**src/rtl/uart_irq_pkg.sv**
```systemverilog
// Package: shared constants for the UART interrupt unit.
// Assumes a 3-bit address space and byte-wide registers.
package uart_irq_pkg;
    localparam int ADDR_W = 3;
    localparam int DATA_W = 8;
    localparam int NSRC   = 3;

    // Source bit positions inside the raw, enable and masked registers
    localparam int SRC_TX  = 0;
    localparam int SRC_RX  = 1;
    localparam int SRC_CTS = 2;

    // Register addresses
    localparam logic [ADDR_W-1:0] A_ENABLE = 3'd1;
    localparam logic [ADDR_W-1:0] A_RAW    = 3'd2;
    localparam logic [ADDR_W-1:0] A_MASKED = 3'd3;
    localparam logic [ADDR_W-1:0] A_CLEAR  = 3'd4;
    localparam logic [ADDR_W-1:0] A_LEVEL  = 3'd5;
    localparam logic [ADDR_W-1:0] A_CONFIG = 3'd6;
endpackage

```
**src/rtl/uart_irq_cts_edge.sv**
```systemverilog
// Module: brings the asynchronous CTS input into the clock domain through
// two flops and flags every change of the synchronized value for one cycle.
// Assumes cts_in is low during reset, or that one flag after reset is acceptable.
module uart_irq_cts_edge (
    input  logic clk,
    input  logic rst_n,
    input  logic cts_in,
    output logic cts_chg
);
    logic s1, s2, s3;

    // Synchronizer chain plus a delayed copy for the comparison
    always_ff @(posedge clk) begin
        if (!rst_n) begin
            s1 <= 1'b0;
            s2 <= 1'b0;
            s3 <= 1'b0;
        end else begin
            s1 <= cts_in;
            s2 <= s1;
            s3 <= s2;
        end
    end

    // A difference between the two stages marks an edge
    assign cts_chg = s2 ^ s3;

    // an edge flag lasts one cycle unless the input moves again
    assert_chg_one_cycle_R7: assert property (@(posedge clk) disable iff (!rst_n)
        cts_chg && $stable(s1) |=> !cts_chg);
endmodule

```
**src/rtl/uart_irq_trigger.sv**
```systemverilog
// Module: decides whether one queue direction requests service.
// Queue mode compares the fill count (receive) or the free space (transmit)
// with a threshold in eighths of DEPTH. Without queues a holding-buffer flag decides.
// Assumes count never exceeds DEPTH.
module uart_irq_trigger #(
    parameter int DEPTH = 32,
    parameter bit IS_TX = 1'b0,
    localparam int CNT_W = $clog2(DEPTH + 1)
) (
    input  logic             clk,
    input  logic             rst_n,
    input  logic             fifo_en,
    input  logic [2:0]       level,
    input  logic [CNT_W-1:0] count,
    input  logic             hold_flag,
    output logic             cond
);
    localparam logic [CNT_W-1:0] T1 = CNT_W'(DEPTH / 8);
    localparam logic [CNT_W-1:0] T2 = CNT_W'(DEPTH / 4);
    localparam logic [CNT_W-1:0] T4 = CNT_W'(DEPTH / 2);
    localparam logic [CNT_W-1:0] T6 = CNT_W'((DEPTH * 3) / 4);
    localparam logic [CNT_W-1:0] T7 = CNT_W'((DEPTH * 7) / 8);

    logic [CNT_W-1:0] thr;
    logic [CNT_W-1:0] metric;

    // Translate the level code into an entry count
    always_comb begin
        case (level)
            3'd0:    thr = T1;
            3'd1:    thr = T2;
            3'd2:    thr = T4;
            3'd3:    thr = T6;
            default: thr = T7;
        endcase
    end

    // Pick the quantity compared against the threshold
    generate
        if (IS_TX) begin : g_free
            assign metric = CNT_W'(DEPTH) - count;
        end else begin : g_fill
            assign metric = count;
        end
    endgenerate

    // Choose between queue mode and holding-buffer mode
    always_comb begin
        cond = fifo_en ? (metric >= thr) : hold_flag;
    end

    // an empty receive queue or a full transmit queue never asks for service
    generate
        if (IS_TX) begin : g_tx_chk
            assert_tx_full_quiet_R9: assert property (@(posedge clk) disable iff (!rst_n)
                fifo_en && (count == CNT_W'(DEPTH)) |-> !cond);
        end else begin : g_rx_chk
            assert_rx_empty_quiet_R8: assert property (@(posedge clk) disable iff (!rst_n)
                fifo_en && (count == '0) |-> !cond);
        end
    endgenerate
endmodule

```
**src/rtl/uart_irq_regs.sv**
```systemverilog
// Module: register file of the interrupt unit. It holds the enable, level and
// config registers and the sticky raw flags, handles clear writes and drives the read mux.
// Assumes one access per cycle and a combinational read.
module uart_irq_regs
    import uart_irq_pkg::*;
(
    input  logic              clk,
    input  logic              rst_n,
    input  logic              bus_sel,
    input  logic              bus_wr,
    input  logic [ADDR_W-1:0] bus_addr,
    input  logic [DATA_W-1:0] bus_wdata,
    output logic [DATA_W-1:0] bus_rdata,
    input  logic [NSRC-1:0]   src_cond,
    output logic [NSRC-1:0]   raw,
    output logic [NSRC-1:0]   enable,
    output logic [2:0]        rx_level,
    output logic [2:0]        tx_level,
    output logic              fifo_en
);
    logic            wr_hit;
    logic [NSRC-1:0] clr_hit;
    logic [NSRC-1:0] masked;
    logic [1:0]      unused_wdata_hi;

    assign wr_hit          = bus_sel && bus_wr;
    assign unused_wdata_hi = bus_wdata[7:6];
    assign masked          = raw & enable;

    // Bits named by a clear write
    always_comb begin
        clr_hit = (wr_hit && bus_addr == A_CLEAR) ? bus_wdata[NSRC-1:0] : '0;
    end

    // Software-written control registers
    always_ff @(posedge clk) begin
        if (!rst_n) begin
            enable   <= '0;
            rx_level <= 3'd0;
            tx_level <= 3'd0;
            fifo_en  <= 1'b0;
        end else if (wr_hit) begin
            if (bus_addr == A_ENABLE) enable <= bus_wdata[NSRC-1:0];
            if (bus_addr == A_LEVEL) begin
                rx_level <= bus_wdata[2:0];
                tx_level <= bus_wdata[5:3];
            end
            if (bus_addr == A_CONFIG) fifo_en <= bus_wdata[0];
        end
    end

    // Sticky raw flags; a live condition wins over a clear
    always_ff @(posedge clk) begin
        if (!rst_n) raw <= '0;
        else        raw <= (raw & ~clr_hit) | src_cond;
    end

    // Read mux, undefined bits return zero
    always_comb begin
        bus_rdata = '0;
        case (bus_addr)
            A_ENABLE: bus_rdata[NSRC-1:0] = enable;
            A_RAW:    bus_rdata[NSRC-1:0] = raw;
            A_MASKED: bus_rdata[NSRC-1:0] = masked;
            A_LEVEL:  bus_rdata[5:0]      = {tx_level, rx_level};
            A_CONFIG: bus_rdata[0]        = fifo_en;
            default:  bus_rdata           = '0;
        endcase
    end

    genvar gi;
    generate
        for (gi = 0; gi < NSRC; gi++) begin : g_chk
            // a set flag survives any cycle without a matching clear
            assert_sticky_R5: assert property (@(posedge clk) disable iff (!rst_n)
                raw[gi] && !clr_hit[gi] |=> raw[gi]);
            // a live condition leaves the flag set next cycle, clear or not
            assert_cond_sets_R6: assert property (@(posedge clk) disable iff (!rst_n)
                src_cond[gi] |=> raw[gi]);
            // a flag only drops after a clear with no live condition
            assert_drop_needs_clear_R5: assert property (@(posedge clk) disable iff (!rst_n)
                $fell(raw[gi]) |-> $past(clr_hit[gi]) && !$past(src_cond[gi]));
        end
    endgenerate
endmodule

```
**src/rtl/uart_irq_ctrl.sv**
```systemverilog
// Module: top of the UART interrupt unit. It joins the CTS edge detector, the
// two queue triggers and the register file, and ORs the masked flags onto irq.
// Assumes counts are stable in the clock domain and cts_in may be asynchronous.
module uart_irq_ctrl
    import uart_irq_pkg::*;
#(
    parameter int DEPTH = 32,
    localparam int CNT_W = $clog2(DEPTH + 1)
) (
    input  logic              clk,
    input  logic              rst_n,
    input  logic              bus_sel,
    input  logic              bus_wr,
    input  logic [ADDR_W-1:0] bus_addr,
    input  logic [DATA_W-1:0] bus_wdata,
    output logic [DATA_W-1:0] bus_rdata,
    input  logic [CNT_W-1:0]  rx_count,
    input  logic [CNT_W-1:0]  tx_count,
    input  logic              rx_hold_full,
    input  logic              tx_hold_empty,
    input  logic              cts_in,
    output logic              irq
);
    logic [NSRC-1:0] src_cond;
    logic [NSRC-1:0] raw;
    logic [NSRC-1:0] enable;
    logic [2:0]      rx_level, tx_level;
    logic            fifo_en;

    uart_irq_cts_edge u_cts (
        .clk     (clk),
        .rst_n   (rst_n),
        .cts_in  (cts_in),
        .cts_chg (src_cond[SRC_CTS])
    );

    uart_irq_trigger #(.DEPTH(DEPTH), .IS_TX(1'b1)) u_tx_trig (
        .clk       (clk),
        .rst_n     (rst_n),
        .fifo_en   (fifo_en),
        .level     (tx_level),
        .count     (tx_count),
        .hold_flag (tx_hold_empty),
        .cond      (src_cond[SRC_TX])
    );

    uart_irq_trigger #(.DEPTH(DEPTH), .IS_TX(1'b0)) u_rx_trig (
        .clk       (clk),
        .rst_n     (rst_n),
        .fifo_en   (fifo_en),
        .level     (rx_level),
        .count     (rx_count),
        .hold_flag (rx_hold_full),
        .cond      (src_cond[SRC_RX])
    );

    uart_irq_regs u_regs (
        .clk       (clk),
        .rst_n     (rst_n),
        .bus_sel   (bus_sel),
        .bus_wr    (bus_wr),
        .bus_addr  (bus_addr),
        .bus_wdata (bus_wdata),
        .bus_rdata (bus_rdata),
        .src_cond  (src_cond),
        .raw       (raw),
        .enable    (enable),
        .rx_level  (rx_level),
        .tx_level  (tx_level),
        .fifo_en   (fifo_en)
    );

    // Combine every enabled, active source onto the single line
    always_comb begin
        irq = |(raw & enable);
    end

    // with every source disabled the line stays low
    assert_quiet_when_masked_R4: assert property (@(posedge clk) disable iff (!rst_n)
        (enable == '0) |-> !irq);
    // the line never rises without some raw flag behind it
    assert_irq_has_cause_R4: assert property (@(posedge clk) disable iff (!rst_n)
        irq |-> (raw != '0));
endmodule

```
**config.mk**
```make
export PLATFORM = sky130hd
export DESIGN_NAME = uart_irq_ctrl
export DESIGN_NICKNAME = d
export VERILOG_FILES = /design/src/rtl/uart_irq_pkg.sv /design/src/rtl/uart_irq_cts_edge.sv /design/src/rtl/uart_irq_trigger.sv /design/src/rtl/uart_irq_regs.sv /design/src/rtl/uart_irq_ctrl.sv
export SDC_FILE = /design/constraint.sdc
export NUM_CORES = 1
export LEC_CHECK = 0
export ABC_AREA = 1
export ABC_CLOCK_PERIOD_IN_PS = 1800
export BUFFER_PORTS_ARGS = -buffer_cell sky130_fd_sc_hd__buf_2
export CORE_MARGIN = 4
export CORE_UTILIZATION = 45
export CTS_CLUSTER_DIAMETER = 30
export DETAILED_ROUTE_END_ITERATION = 8
export HOLD_SLACK_MARGIN = 0.03
export PLACE_DENSITY = 0.75
export SLEW_MARGIN = 20
export SYNTH_ARGS = -nofsm -noshare
export SYNTH_HDL_FRONTEND = slang
export SYNTH_SLANG_ARGS = --single-unit
```
**constraint.sdc**
```tcl
create_clock -name clk -period 1.8 [get_ports clk]
set_input_delay 0.27 -clock clk [delete_from_list [all_inputs] [get_ports clk]]
set_output_delay 0.27 -clock clk [all_outputs]
set_load 0.05 [all_outputs]
```
# After elaboration in Yosys (flattened, before gate mapping)
# Index checks and enable logic that the tools add are counted.
[word_totals] elab_cells=44 regBits=16 inputBits=30 output_inout_bits=9
[classes] muxes=8 n_addsub=1 magnitude_cmp=2 bitwise=5 eq_ne=12 n_reduce_logical=8
[ops] operator="one-hot mux 5 bit (4 select lines)" n=2
[ops] operator="equality test 3 x 2 -> 1 bit, second input constant" n=6
[ops] operator=">= comparator 6 x 5 -> 1 bit" n=2
[ops] operator="equality test 3 x 1 -> 1 bit, second input constant" n=3
[ops] operator="equality test 3 bit, second input constant" n=3
[ops] operator="one-hot mux 2 bit (4 select lines)" n=1
[ops] operator="AND 3 bit" n=2
[ops] operator="zero test 3 bit" n=2
[ops] operator="two-way mux 3 bit" n=2
[ops] operator="AND reduction 2 bit" n=3
[ops] operator="subtractor 6 bit, first input constant" n=1
[ops] operator="one-hot mux 1 bit (5 select lines)" n=1
[ops] operator="inverter 3 bit" n=1
[ops] operator="bitwise OR 3 bit" n=1
[ops] operator="OR reduction 3 bit" n=1
[ops] operator="logical AND 1 bit" n=2
[ops] operator="two-way mux 1 bit" n=2
[ops] operator="bitwise XOR 1 bit" n=1

# Depth between registers and ports, before layout
[logic_depth] ltp_word=6 ltp_mapped=12 ltp_nobuf=12

# Hierarchy
# Synthesis repeated with hierarchy kept, for this count alone.
[hier_totals] hier_cells=174 hier_area_um2=1112.3
[by_module_without_submodules] module="uart_irq_regs" n_inst=1 cells_per_inst=106 seq_area_each_um2=260.2 area_each_um2=715.7
[by_module_without_submodules] module="uart_irq_trigger (u_tx_trig)" n_inst=1 cells_per_inst=32 seq_area_each_um2=0.0 area_each_um2=168.9
[by_module_without_submodules] module="uart_irq_trigger (u_rx_trig)" n_inst=1 cells_per_inst=18 seq_area_each_um2=0.0 area_each_um2=110.1
[by_module_without_submodules] module="uart_irq_cts_edge" n_inst=1 cells_per_inst=14 seq_area_each_um2=60.1 area_each_um2=101.3
[by_module_without_submodules] module="uart_irq_ctrl" n_inst=1 cells_per_inst=4 seq_area_each_um2=0.0 area_each_um2=16.3

# Worst setup path before layout
# No wires, ideal clock.
[synth_path] path_kind="input-to-output" start="input port bus_addr[2]" end="output port bus_rdata[1]" arrival_time_ps=1336 setup_slack_ps=194 path_stages=5 cell_sequence="inv_1 nand2_1 nor2_1 inv_1 o2111ai_1"
[synth_via] elab_chain_len=2 word_cells_on_any_way=5 cone_classes="eq/ne: 4; mux: 1"
[synth_rtl] element="start, declared" line_no="uart_irq_ctrl.sv:14" rtl="input logic [ADDR_W-1:0] bus_addr,"
[synth_rtl] element="equality test 3 bit, or another cell as far along" line_no="uart_irq_regs.sv:61" rtl="case (bus_addr)"
[synth_rtl] element="one-hot mux 2 bit (4 select lines) *" line_no="uart_irq_regs.sv:61"
[synth_rtl] element="end, declared" line_no="uart_irq_ctrl.sv:16" rtl="output logic [DATA_W-1:0] bus_rdata,"
# Every way passes the cells marked *; elsewhere a longest branch is shown, timed or not.

# Final worst setup path
[layout_path] start="register u_regs.rx_level[2]" end="output port bus_rdata[2]"
[layout_via] elab_chain_len=1
[layout_rtl] element="start, declared" line_no="uart_irq_regs.sv:17" rtl="output logic [2:0] rx_level,"
[layout_rtl] element="start signal, assigned" line_no="uart_irq_regs.sv:45" rtl="rx_level <= bus_wdata[2:0];"
[layout_rtl] element="one-hot mux 2 bit (4 select lines)" line_no="uart_irq_regs.sv:61"
# No other way between the ends.

==> out/qor.txt <==
===============================================================================
Status ........................................................... finished, final reports clean
Chip Width .......................................................      55.0 um
Routed length per placed instance ................................      11.0 um
Via count of the routed design ...................................        1,075
Number of endpoints with negative hold slack in the final report .            0
Num rows .........................................................           16
Total length of routed wires .....................................      2.37 mm
Gate Count Post-Synth ............................................          152
Reg-to-reg critical path startpoint .............................. u_regs.rx_level[2]$_SDFFE_PN0P_
Number of nets with antenna violations after detailed routing ....            0
Synth Warn # .....................................................            0
Storage element area .............................................      320 um2
Number of detailed-route iterations in the first pass ............            4
Proportion of netlist area held by the largest area contributor ..        0.322
Leak .............................................................     0.636 nW
Pwr dens .........................................................   591 mW/mm2
CP peak stage delay ..............................................      0.39 ns
Via density per instance .........................................         5.00
Type of origin of the critical path ..............................     register
Path depth of the worst reg2reg path .............................            8
Total Power ......................................................       716 uW
CTS Hold Buffers Added ...........................................            0
End of the worst hold path ....................................... u_cts.s1$_SDFF_PN0_
Cell at the slowest stage of the critical path ................... sky130_fd_sc_hd__dfxtp_1
Area occupied by multi-input gates ...............................      556 um2
Cell-by-cell trace of the critical path .......................... inv_1 > o22ai_1 > a21oi_1 > nand2_1 > buf_2
Final setup slack of the worst path ..............................     0.213 ns
Synthesized area .................................................      993 um2
Share of the yosys chip area belonging to registers ..............        0.322
Primary flip-flop cell chosen by synthesis mapping ............... sky130_fd_sc_hd__dfxtp_1
Filler cell count ................................................          210
Fraction of layout cells with a size suffix above 1 ..............        0.229
Routability cong. ................................................        0.805
Bufs on Longest Clock Path .......................................            2
CTS buffer count .................................................            3
Hold slack final .................................................     0.166 ns
Tmin final .......................................................      1.59 ns
Via count of the first global-routing pass .......................          995
Hold depth .......................................................            3
Antenna violations before repair .................................            0
Maximum number of pins on one net before global-route repair .....           15
CTS sink cnt .....................................................           16
Post-synth EDFFs .................................................            0
Placeable core area ..............................................  0.00202 mm2
Unrepaired setup endpoints after global routing ..................           no
Hold path start ..................................................       cts_in
Setup Crit Path Kind ............................................. register to primary output
Number of gates resized after cts ................................            0
First DRT Iteration DRCs .........................................           33
Final-layout setup total negative slack ..........................         0 ns
Clock root cell .................................................. sky130_fd_sc_hd__clkbuf_4
Worst reg-to-reg setup slack .....................................      0.49 ns
Synth-to-Final Area Change .......................................        21.9%
Final Skew .......................................................   0.00376 ns
Total grt overflow ...............................................            0
Ant diodes .......................................................            0
Synth area leader ................................................ sky130_fd_sc_hd__dfxtp_1
Worst-Skew Late Latency ..........................................      0.29 ns
Buffers inserted by post-CTS timing repair .......................            0
Critical path fanouts, max .......................................            4
Type of the worst min-delay path ................................. input pin to register
Synth top cells by count ......................................... sky130_fd_sc_hd__nand2_1, sky130_fd_sc_hd__inv_1, sky130_fd_sc_hd__nor2_1, sky130_fd_sc_hd__dfxtp_1, sky130_fd_sc_hd__a21oi_1
Floorplan die area ...............................................  0.00302 mm2
Critical Path End Type ........................................... primary output
DRC violations left ..............................................            0
Clk pin slew, worst setup/hold paths .............................      0.09 ns
Count of maximum capacitance violations ..........................            0
Count of buffers from port buffering .............................           34
# setup viols final ..............................................            0
Worst Setup Slack post-DPL .......................................     0.134 ns
Final HPWL from detailed placement ...............................      1.95 mm
FF-to-FF End ..................................................... u_regs.raw[1]$_SDFF_PN0_
Effective utilization at floorplan ...............................        0.491
Achievable clock frequency .......................................    0.630 GHz
Total Routing Usage GR ...........................................        0.180
Wire length of the first global-routing pass .....................      3.97 mm
TritonCTS clock tree .............................................        built
Post-layout nets .................................................          226
WP data required .................................................      1.53 ns
Synth cell types .................................................           25
CTS H-tree depth .................................................            1
Top-level I/O count ..............................................           39
Final Slew Violations ............................................            0
Post-route fraction of the period consumed by the critical path ..        0.882
Crit path DAT ....................................................      1.32 ns
Mapped Avg Cell Area .............................................     6.54 um2
Number of storage elements in the synthesis netlist ..............           16
Async S/R FF share, synth ........................................            0
Die height .......................................................      55.0 um
Top post-synthesis cells by area ................................. sky130_fd_sc_hd__dfxtp_1, sky130_fd_sc_hd__nand2_1, sky130_fd_sc_hd__inv_1
Worst ir drop on vdd .............................................       384 uV
Count leader, synth .............................................. sky130_fd_sc_hd__nand2_1
===============================================================================
[power breakdown]
group | switching (mW) | leakage (nW) | internal [mW] | total [mW]
Clock | 0.111 | 0.0138 | 0.0778 | 0.189
Sequential | 0.00948 | 0.131 | 0.367 | 0.376
Combinational | 0.0916 | 0.492 | 0.0586 | 0.150
[how the worst max path moves through the flow]
stage,slack [ns],startpoint,to,cells past startpoint
2_1_floorplan,0.19,bus_addr[2],bus_rdata[1],5
3_3_place_gp,0.17,tx_count[0],u_regs.raw[0]$_SDFF_PN0_,13
3_5_place_dp,0.13,tx_count[0],u_regs.raw[0]$_SDFF_PN0_,13
4_1_cts,0.22,u_regs.rx_level[2]$_SDFFE_PN0P_,bus_rdata[2],5
5_1_grt,0.1,u_regs.enable[2]$_SDFFE_PN0P_,bus_rdata[2],5
6_report,0.21,u_regs.rx_level[2]$_SDFFE_PN0P_,bus_rdata[2],5
[logic make-up (layout without fill, tap and decap cells)]
kind of cell,after synthesis,after routing,synth area share
AND/OR/NAND/NOR,63,63,0.277
XOR/XNOR,2,2,0.0176
flip-flops,16,16,0.322
buffers and inverters,30,65,0.122
adder cells (fa/ha/maj),6,6,0.0756
other,1,2,0.00377
AO/OA/AOI/OAI,34,34,0.181
[sequential cells by signal (all words and copies together), names as in the netlist]
| signal | cells |
|---|---|
| u_regs.enable | 3 |
| u_regs.raw | 3 |
| u_regs.rx_level | 3 |
| u_regs.tx_level | 3 |
| u_cts.s1 | 1 |
| u_cts.s2 | 1 |
| u_cts.s3 | 1 |
| u_regs.fifo_en | 1 |
[area by class of cell]
class,instances,share of cell area
multi-input cells,107,0.459
flip-flops and latches,16,0.264
repair buffers,35,0.147
inverters,27,0.0837
well taps,27,0.0279
clock buffers,3,0.0186
[layer usage]
layer	vias up	share of wire	global-route usage
li1	559	-	-
met2	49	0.48	0.323
met4	0	0.017	0.0729
met3	7	0.077	0.0349
met1	460	0.42	0.209
met5	-	0	0
[worst max-delay path: cells and delay by family, from the launching register on]
family          cells  cell delay [ns]
flops               1             0.39
buf+inv             2             0.33
compound gates      2             0.25
simple gates        1             0.06
[placed cells by master, fill, tap and decap left out, drive strengths merged]
cell and instances:
buf 35, or2 1, nor2 20, a31oi 1, conb 2, inv 27
nand2 31, xor2 1, a21oi 14, nand3 5, and2 1, o22ai 1
nand4 5, o21ai 17, o2111ai 1, clkbuf 3, dfxtp 16, xnor2 1
ha 6
[stage by stage]
stage               area [um2]  utilization  std cells
floorplan                  997            -        153
global placement          1190        0.588        212
detailed placement        1190        0.588        212
CTS                       1210        0.599        215
global route              1210        0.599        215
finish                    1210        0.599        215
(Power assumes the default switching activity.)
